`src/rtl/syncp_pkg.sv`:
```
package syncp_pkg;
    // Depth of the metastability synchronizer ahead of each glitch filter.
    localparam int unsigned SYNC_STAGES = 2;

    // Source of the vertical timing information.
    typedef enum logic {
        VSRC_PIN       = 1'b0,
        VSRC_COMPOSITE = 1'b1
    } vsrc_e;
endpackage

```
`src/rtl/syncp_filter.sv`:
```
module syncp_filter
    import syncp_pkg::*;
#(
    parameter int unsigned TAPS = 3
) (
    input  logic clk,
    input  logic rst_n,
    input  logic raw_i,
    output logic level_o
);
    localparam int unsigned SHW = SYNC_STAGES + TAPS;

    typedef struct packed {
        logic [SHW-1:0] sh;
        logic           lvl;
    } st_t;

    st_t q, d;
    logic [TAPS-1:0] taps;

    always_comb begin
        d    = q;
        taps = q.sh[SHW-1:SYNC_STAGES];
        d.sh = {q.sh[SHW-2:0], raw_i};
        if (&taps) begin
            d.lvl = 1'b1;
        end else if (~|taps) begin
            d.lvl = 1'b0;
        end
    end

    always_ff @(posedge clk or negedge rst_n) begin
        if (!rst_n) q <= '0;
        else        q <= d;
    end

    assign level_o = q.lvl;

    // the filtered level only moves after a full run of equal samples
    a_r1_run_before_change: assert property (@(posedge clk) disable iff (!rst_n)
        !$stable(q.lvl) |-> ($past(q.sh[SHW-1:SYNC_STAGES]) == {TAPS{q.lvl}}));
endmodule

```
`src/rtl/syncp_meas.sv`:
```
module syncp_meas #(
    parameter int unsigned CW = 16,
    parameter int unsigned TW = 20
) (
    input  logic          clk,
    input  logic          rst_n,
    input  logic          lvl_i,
    input  logic          tick_i,
    input  logic [TW-1:0] tmo_i,
    output logic          edge_o,
    output logic          present_o,
    output logic          neg_o,
    output logic [CW-1:0] period_o,
    output logic          norm_o
);
    localparam logic [TW:0] DIFF_MAX = {1'b0, {TW{1'b1}}};
    localparam logic [TW:0] DIFF_MIN = {1'b1, {TW{1'b0}}};

    typedef struct packed {
        logic          prev;
        logic          present;
        logic          neg;
        logic [CW-1:0] cnt;
        logic [CW-1:0] period;
        logic [TW-1:0] idle;
        logic [TW:0]   diff;
    } st_t;

    st_t q, d;
    logic edge_w;
    logic [CW-1:0] cnt_inc;

    assign edge_w  = lvl_i & ~q.prev;
    assign cnt_inc = (tick_i && (q.cnt != '1)) ? q.cnt + 1'b1 : q.cnt;

    always_comb begin
        d      = q;
        d.prev = lvl_i;
        if (edge_w) begin
            d.present = 1'b1;
            d.idle    = '0;
            d.neg     = !q.diff[TW] && (q.diff != '0);
            d.diff    = {{TW{1'b0}}, 1'b1};
            d.period  = cnt_inc;
            d.cnt     = '0;
        end else begin
            if (q.idle >= tmo_i) begin
                d.present = 1'b0;
            end else begin
                d.idle = q.idle + 1'b1;
            end
            if (lvl_i) begin
                if (q.diff != DIFF_MAX) d.diff = q.diff + 1'b1;
            end else begin
                if (q.diff != DIFF_MIN) d.diff = q.diff - 1'b1;
            end
            d.cnt = cnt_inc;
        end
    end

    always_ff @(posedge clk or negedge rst_n) begin
        if (!rst_n) q <= '0;
        else        q <= d;
    end

    assign edge_o    = edge_w;
    assign present_o = q.present;
    assign neg_o     = q.neg;
    assign period_o  = q.period;
    assign norm_o    = lvl_i ^ q.neg;

    // presence is only ever raised by a rising edge
    a_r2_present_needs_edge: assert property (@(posedge clk) disable iff (!rst_n)
        $rose(q.present) |-> $past(edge_w));
    // the latched period holds between edges
    a_r4_period_holds: assert property (@(posedge clk) disable iff (!rst_n)
        !edge_w |=> $stable(q.period));
    // the polarity flag only changes at an edge
    a_r6_polarity_holds: assert property (@(posedge clk) disable iff (!rst_n)
        !edge_w |=> $stable(q.neg));
endmodule

```
`src/rtl/syncp_csep.sv`:
```
module syncp_csep #(
    parameter int unsigned CW = 16
) (
    input  logic          clk,
    input  logic          rst_n,
    input  logic          act_i,
    input  logic [CW-1:0] hper_i,
    input  logic [CW-1:0] thr_i,
    output logic          vsep_o
);
    typedef struct packed {
        logic [CW-1:0] run;
        logic          vsep;
    } st_t;

    st_t q, d;
    logic [CW-1:0] limit;

    always_comb begin
        d     = q;
        limit = (thr_i == '0) ? (hper_i >> 2) : thr_i;
        if (act_i) begin
            if (q.run != '1) d.run = q.run + 1'b1;
        end else begin
            d.run = '0;
        end
        d.vsep = act_i && (d.run > limit);
    end

    always_ff @(posedge clk or negedge rst_n) begin
        if (!rst_n) q <= '0;
        else        q <= d;
    end

    assign vsep_o = q.vsep;

    // a separated pulse never outlives the active horizontal level
    a_r9_sep_within_active: assert property (@(posedge clk) disable iff (!rst_n)
        !act_i |=> !q.vsep);
endmodule

```
`src/rtl/syncp_half.sv`:
```
module syncp_half (
    input  logic clk,
    input  logic rst_n,
    input  logic en_i,
    input  logic edge_i,
    output logic half_o
);
    logic half_d, half_q;

    always_comb begin
        half_d = 1'b0;
        if (en_i) half_d = edge_i ? ~half_q : half_q;
    end

    always_ff @(posedge clk or negedge rst_n) begin
        if (!rst_n) half_q <= 1'b0;
        else        half_q <= half_d;
    end

    assign half_o = half_q;

    // disabled output parks low, enabled output flips on each edge
    a_r8_off_low: assert property (@(posedge clk) disable iff (!rst_n)
        !en_i |=> !half_q);
    a_r8_toggles: assert property (@(posedge clk) disable iff (!rst_n)
        (en_i && edge_i) |=> (half_q != $past(half_q)));
endmodule

```
`src/rtl/syncp_top.sv`:
```
module syncp_top
    import syncp_pkg::*;
#(
    parameter int unsigned HCNT_W    = 16,
    parameter int unsigned VCNT_W    = 12,
    parameter int unsigned TMO_W     = 20,
    parameter int unsigned FILT_TAPS = 3
) (
    input  logic              clk,
    input  logic              rst_n,
    input  logic              hs_in,
    input  logic              vs_in,
    input  logic              csync_mode,
    input  logic              half_h_en,
    input  logic              half_v_en,
    input  logic [TMO_W-1:0]  h_tmo,
    input  logic [TMO_W-1:0]  v_tmo,
    input  logic [HCNT_W-1:0] csep_thr,
    output logic              h_present,
    output logic              v_present,
    output logic              h_neg,
    output logic              v_neg,
    output logic [HCNT_W-1:0] h_period,
    output logic [VCNT_W-1:0] v_lines,
    output logic              hs_norm,
    output logic              vs_norm,
    output logic              hs_half,
    output logic              vs_half
);
    localparam int unsigned NCH = 2;

    logic [NCH-1:0] raw, filt;
    logic h_edge, v_edge, vsep, v_lvl;
    vsrc_e vsrc;

    assign raw = {vs_in, hs_in};

    for (genvar i = 0; i < NCH; i++) begin : g_filt
        syncp_filter #(.TAPS(FILT_TAPS)) u_filt (
            .clk(clk), .rst_n(rst_n), .raw_i(raw[i]), .level_o(filt[i])
        );
    end

    syncp_meas #(.CW(HCNT_W), .TW(TMO_W)) u_hmeas (
        .clk(clk), .rst_n(rst_n), .lvl_i(filt[0]), .tick_i(1'b1), .tmo_i(h_tmo),
        .edge_o(h_edge), .present_o(h_present), .neg_o(h_neg),
        .period_o(h_period), .norm_o(hs_norm)
    );

    syncp_csep #(.CW(HCNT_W)) u_csep (
        .clk(clk), .rst_n(rst_n), .act_i(hs_norm), .hper_i(h_period),
        .thr_i(csep_thr), .vsep_o(vsep)
    );

    assign vsrc  = csync_mode ? VSRC_COMPOSITE : VSRC_PIN;
    assign v_lvl = (vsrc == VSRC_COMPOSITE) ? vsep : filt[1];

    syncp_meas #(.CW(VCNT_W), .TW(TMO_W)) u_vmeas (
        .clk(clk), .rst_n(rst_n), .lvl_i(v_lvl), .tick_i(h_edge), .tmo_i(v_tmo),
        .edge_o(v_edge), .present_o(v_present), .neg_o(v_neg),
        .period_o(v_lines), .norm_o(vs_norm)
    );

    syncp_half u_hhalf (
        .clk(clk), .rst_n(rst_n), .en_i(half_h_en), .edge_i(h_edge), .half_o(hs_half)
    );

    syncp_half u_vhalf (
        .clk(clk), .rst_n(rst_n), .en_i(half_v_en), .edge_i(v_edge), .half_o(vs_half)
    );

    // all outputs are quiet while reset is held
    always_comb begin
        if (!rst_n) begin
            a_r10_reset_quiet: assert (!h_present && !v_present && !hs_half && !vs_half
                                       && h_period == '0 && v_lines == '0);
        end
    end
endmodule

```
`config.mk`:
```
export PLATFORM = sky130hd
export DESIGN_NAME = syncp_top
export DESIGN_NICKNAME = d
export VERILOG_FILES = /design/src/rtl/syncp_pkg.sv /design/src/rtl/syncp_filter.sv /design/src/rtl/syncp_meas.sv /design/src/rtl/syncp_csep.sv /design/src/rtl/syncp_half.sv /design/src/rtl/syncp_top.sv
export SDC_FILE = /design/constraint.sdc
export NUM_CORES = 1
export LEC_CHECK = 0
export BUFFER_PORTS_ARGS = -buffer_cell sky130_fd_sc_hd__buf_4
export CAP_MARGIN = 20
export CORE_ASPECT_RATIO = 1.1
export CORE_UTILIZATION = 30
export CTS_BUF_LIST = sky130_fd_sc_hd__clkbuf_8
export DETAILED_ROUTE_END_ITERATION = 10
export PLACE_DENSITY_LB_ADDON = 0.1
export RECOVER_POWER = 25
export SYNTH_ARGS = -nofsm -noshare
export SYNTH_HDL_FRONTEND = slang
export SYNTH_SLANG_ARGS = --single-unit
export TNS_END_PERCENT = 5
```
`constraint.sdc`:
```
create_clock -name clk -period 3.1 [get_ports clk]
set_input_delay 0.155 -clock clk [delete_from_list [all_inputs] [get_ports clk]]
set_output_delay 0.155 -clock clk [all_outputs]
set_load 0.05 [all_outputs]
```
==> impl_metrics.yaml <==
critical_path:
  r2r-start: "u_csep.q[2]"
  r2r_slack_ns: 0.15
  cp_max_fo: 3
  cp.required_ns: 3.46
  reg2reg_depth: 14
  start_kind: "flop"
  critPathKind: "flop to flop"
  reg2reg_to: "u_csep.vsep_o"
  cp-end-kind: "flop"
  cp.arrival_ns: 3.32
placed_design:
  place_ws_ns: 0.03578
  place_congestion: 0.8432
  io_buffer_count: 98
  hpwl_mm: 20.72
  dp_cells: 1781
die:
  die_x_um: 185.4
  io_pins: 99
  core_area_sq_um: 36260
  dieArea_sq_um: 37760
  start_util_pct: 30.60
  rows: 73
  die_h_um: 203.7
global_routing:
  grt_max_degree: 81
  overflow: 0
  use_met2_pct: 25.94
  grt_pass1_wl_mm: 46.83
  track_usage_pct: 15.64
  met1_usage_pct: 20.76
  antenna_found_initial: 0
  met3_usage_pct: 2.625
  top_usage_layer: "met2"
  grt_pass1_vias: 9145
finish:
  fillers: 3748
  final_util_pct: 35.42
  final_common_cell: "dfrtp_1"
  stdcell_count: 1819
  area_delta_synth_final_pct: 15.73
  mostFrequentLayoutCells: "175 x dfrtp_1, 124 x buf_4, 108 x o21ai_0"
  seqCellArea_sq_um: 4379
  drive_gt1_share_pct: 14.64
  multi_input_comb_area_sq_um: 6101
  diodes: 0
  design.final.nets: 1483
timing:
  tns_ns: 0
  finalMaxSlewViolations: 80
  min_period_ns: 2.951
  hold_viol: 0
  max_freq_mhz: 338.9
  tightest_slew_ns: 2.133
  setup_ws_ns: 0.1493
  rsz0062_at_grt: "yes"
  slew_headroom_pct: -42.23
  clock_skew_ns: 0.01385
  setup_viol: 0
  post-route-period-util_pct: 95.18
route:
  via_count: 8848
  drt_iter0_drc: 433
  dr.pass1.iters: 4
  routedWlPerCell_um: 15.26
  ant_nets: 0
  wirelength_mm: 27.75
  drc: 0
  routed_via_density: 4.864
synth:
  yosysWarnings: 0
  synth_edf_count: 0
  yosysTopAreaCell: "dfrtp_1"
  synth_area_leaders: "dfrtp_1 39%, ha_1 11%, o21ai_0 4.9%"
  async_flop_share_pct: 100.0
  syn_avg_cell_area_sq_um: 9.022
  synth_cells: 1230
  synthDominantCellAreaShare_pct: 39.46
  synthFlopType: "dfrtp_1"
  synth_fp_nets: 1394
  ys_ff_latch: 175
  synth_area_sq_um: 11100
  ys_seq_area_share_pct: 39.46
  synth_cell_types: 71
power:
  vdd_drop_max_mv: 0.3505
  leakage_uw: 0.005974
  total_power_uw: 8753
  cellPowerDensity_nw_per_um2: 681.5
clocking:
  clk_latency_ns: 0.48
  cts_buffer_depth: 2
  clockRootBuffer: "clkbuf_8"
  cts_sinks: 175
  clk_pin_slew_ns: 0.10
  cts_max_level: 4
  cts_tree: "built"
  cts_made_buffers: 17
min_path:
  hold_path_end: "u_vmeas.q[67]"
  hp-start: "csync_mode"
  min_path_type: "input port to flop"
  whs_path_depth: 4
run_status:
  status: "finished with violations"
  violations: "max-capacitance violations, max-slew violations"
flow_run:
  drv_cap: 1
[layout make-up]
class,instances,area share [%]
Tap cell,487,4.745
Sequential cell,175,34.10
Clock buffer,18,1.929
Inverter,76,2.221
Clock inverter,14,1.237
Multi-Input combinational cell,913,47.51
Timing Repair Buffer,136,8.262
[logic make-up after synthesis]
group,Yosys count,share of synthesized area (%)
fa+ha+maj,101,11.52
xor+xnor,89,7.024
simple gates,426,19.86
mux,9,0.8118
flops,175,39.46
compound gates,288,15.46
buf+inv,142,5.863
[layer usage]
metal	vias to the layer above	wire [um]	share of wire, %
li1	4514	-	-
met1	4186	13360	48
met2	123	13110	47
met3	25	882	3.2
met4	0	400	1.4
met5	-	0	0
[metrics by stage]
step                      hold slack (ns)  instance area (sq um)
after floorplan                   -0.1406                  11100
after global placement             0.2342                  12370
after detailed placement           0.2434                  12370
after CTS                          0.1146                  12830
after global routing               0.1432                  12840
final                              0.1660                  12840
[worst max path at each step]
stage | from | endpoint | slack, ns | cells past startpoint
2_1_floorplan | u_csep.q[4] | u_csep.vsep_o | -0.01 | 15
3_5_place_dp | u_csep.q[7] | u_csep.vsep_o | 0.04 | 14
3_3_place_gp | u_csep.q[7] | u_csep.vsep_o | 0.07 | 14
5_1_grt | u_csep.q[1] | u_csep.vsep_o | -0.004 | 14
4_1_cts | u_csep.q[7] | u_csep.vsep_o | 0.02 | 14
6_report | u_csep.q[2] | u_csep.vsep_o | 0.15 | 14
[synth_stat cells (3+ instances only)]
library cell	instances
or3_1	8
nand4_1	40
o21bai_1	6
o211ai_1	5
dfrtp_1	175
a31o_2	4
o21ai_0	108
a211o_1	5
or2_2	6
nand2_1	106
buf_2	3
and2_1	9
inv_1	76
and4_1	5
o21a_1	9
o31ai_1	7
a211oi_1	6
nand3_1	43
nor4_1	24
buf_4	28
a31oi_1	10
ha_1	99
xor2_1	34
nand2b_1	8
nor2_1	108
nor3_1	22
mux2i_1	9
xnor2_1	55
nor2b_1	8
and3_1	18
a21oi_1	82
a21o_1	25
clkbuf_1	31
[power breakdown]
group          total (uW)  switching, uW  internal (uW)
Combinational        3840           2260           1580
Clock                1690            938            750
Sequential           3230            477           2750
[worst max-delay path, stage by stage (launching register included)]
cell and delay [ns]:
dfrtp_1 0.37, ha_2 0.20, nand4_1 0.13, or3_4 0.40
nand4_1 0.11, nor3_1 0.07, xnor2_1 0.13, nor2_1 0.18
ha_1 0.28, a21o_1 0.16, a21o_1 0.18, a21oi_2 0.14
nor2_1 0.06, a2111oi_2 0.33, a21oi_1 0.10
[what timing repair did]
item / CTS / global route
buffers inserted: 0 / 1
endpoints found under the hold margin: 80 / 0
endpoints found under the setup margin: 0 / 7
hold buffers: 5 / 0
resized for setup: 0 / 7
[registers in the layout, indices dropped and copies added (netlist names), 2 cells and up]
signal / flops
g_filt.u_filt.d: 8
g_filt.u_filt.level_o: 2
g_filt.u_filt.q: 2
u_csep.q: 16
u_hmeas.period_o: 16
u_hmeas.q: 58
u_vmeas.period_o: 12
u_vmeas.q: 54
No activity file was read; power rests on OpenSTA's default activity.
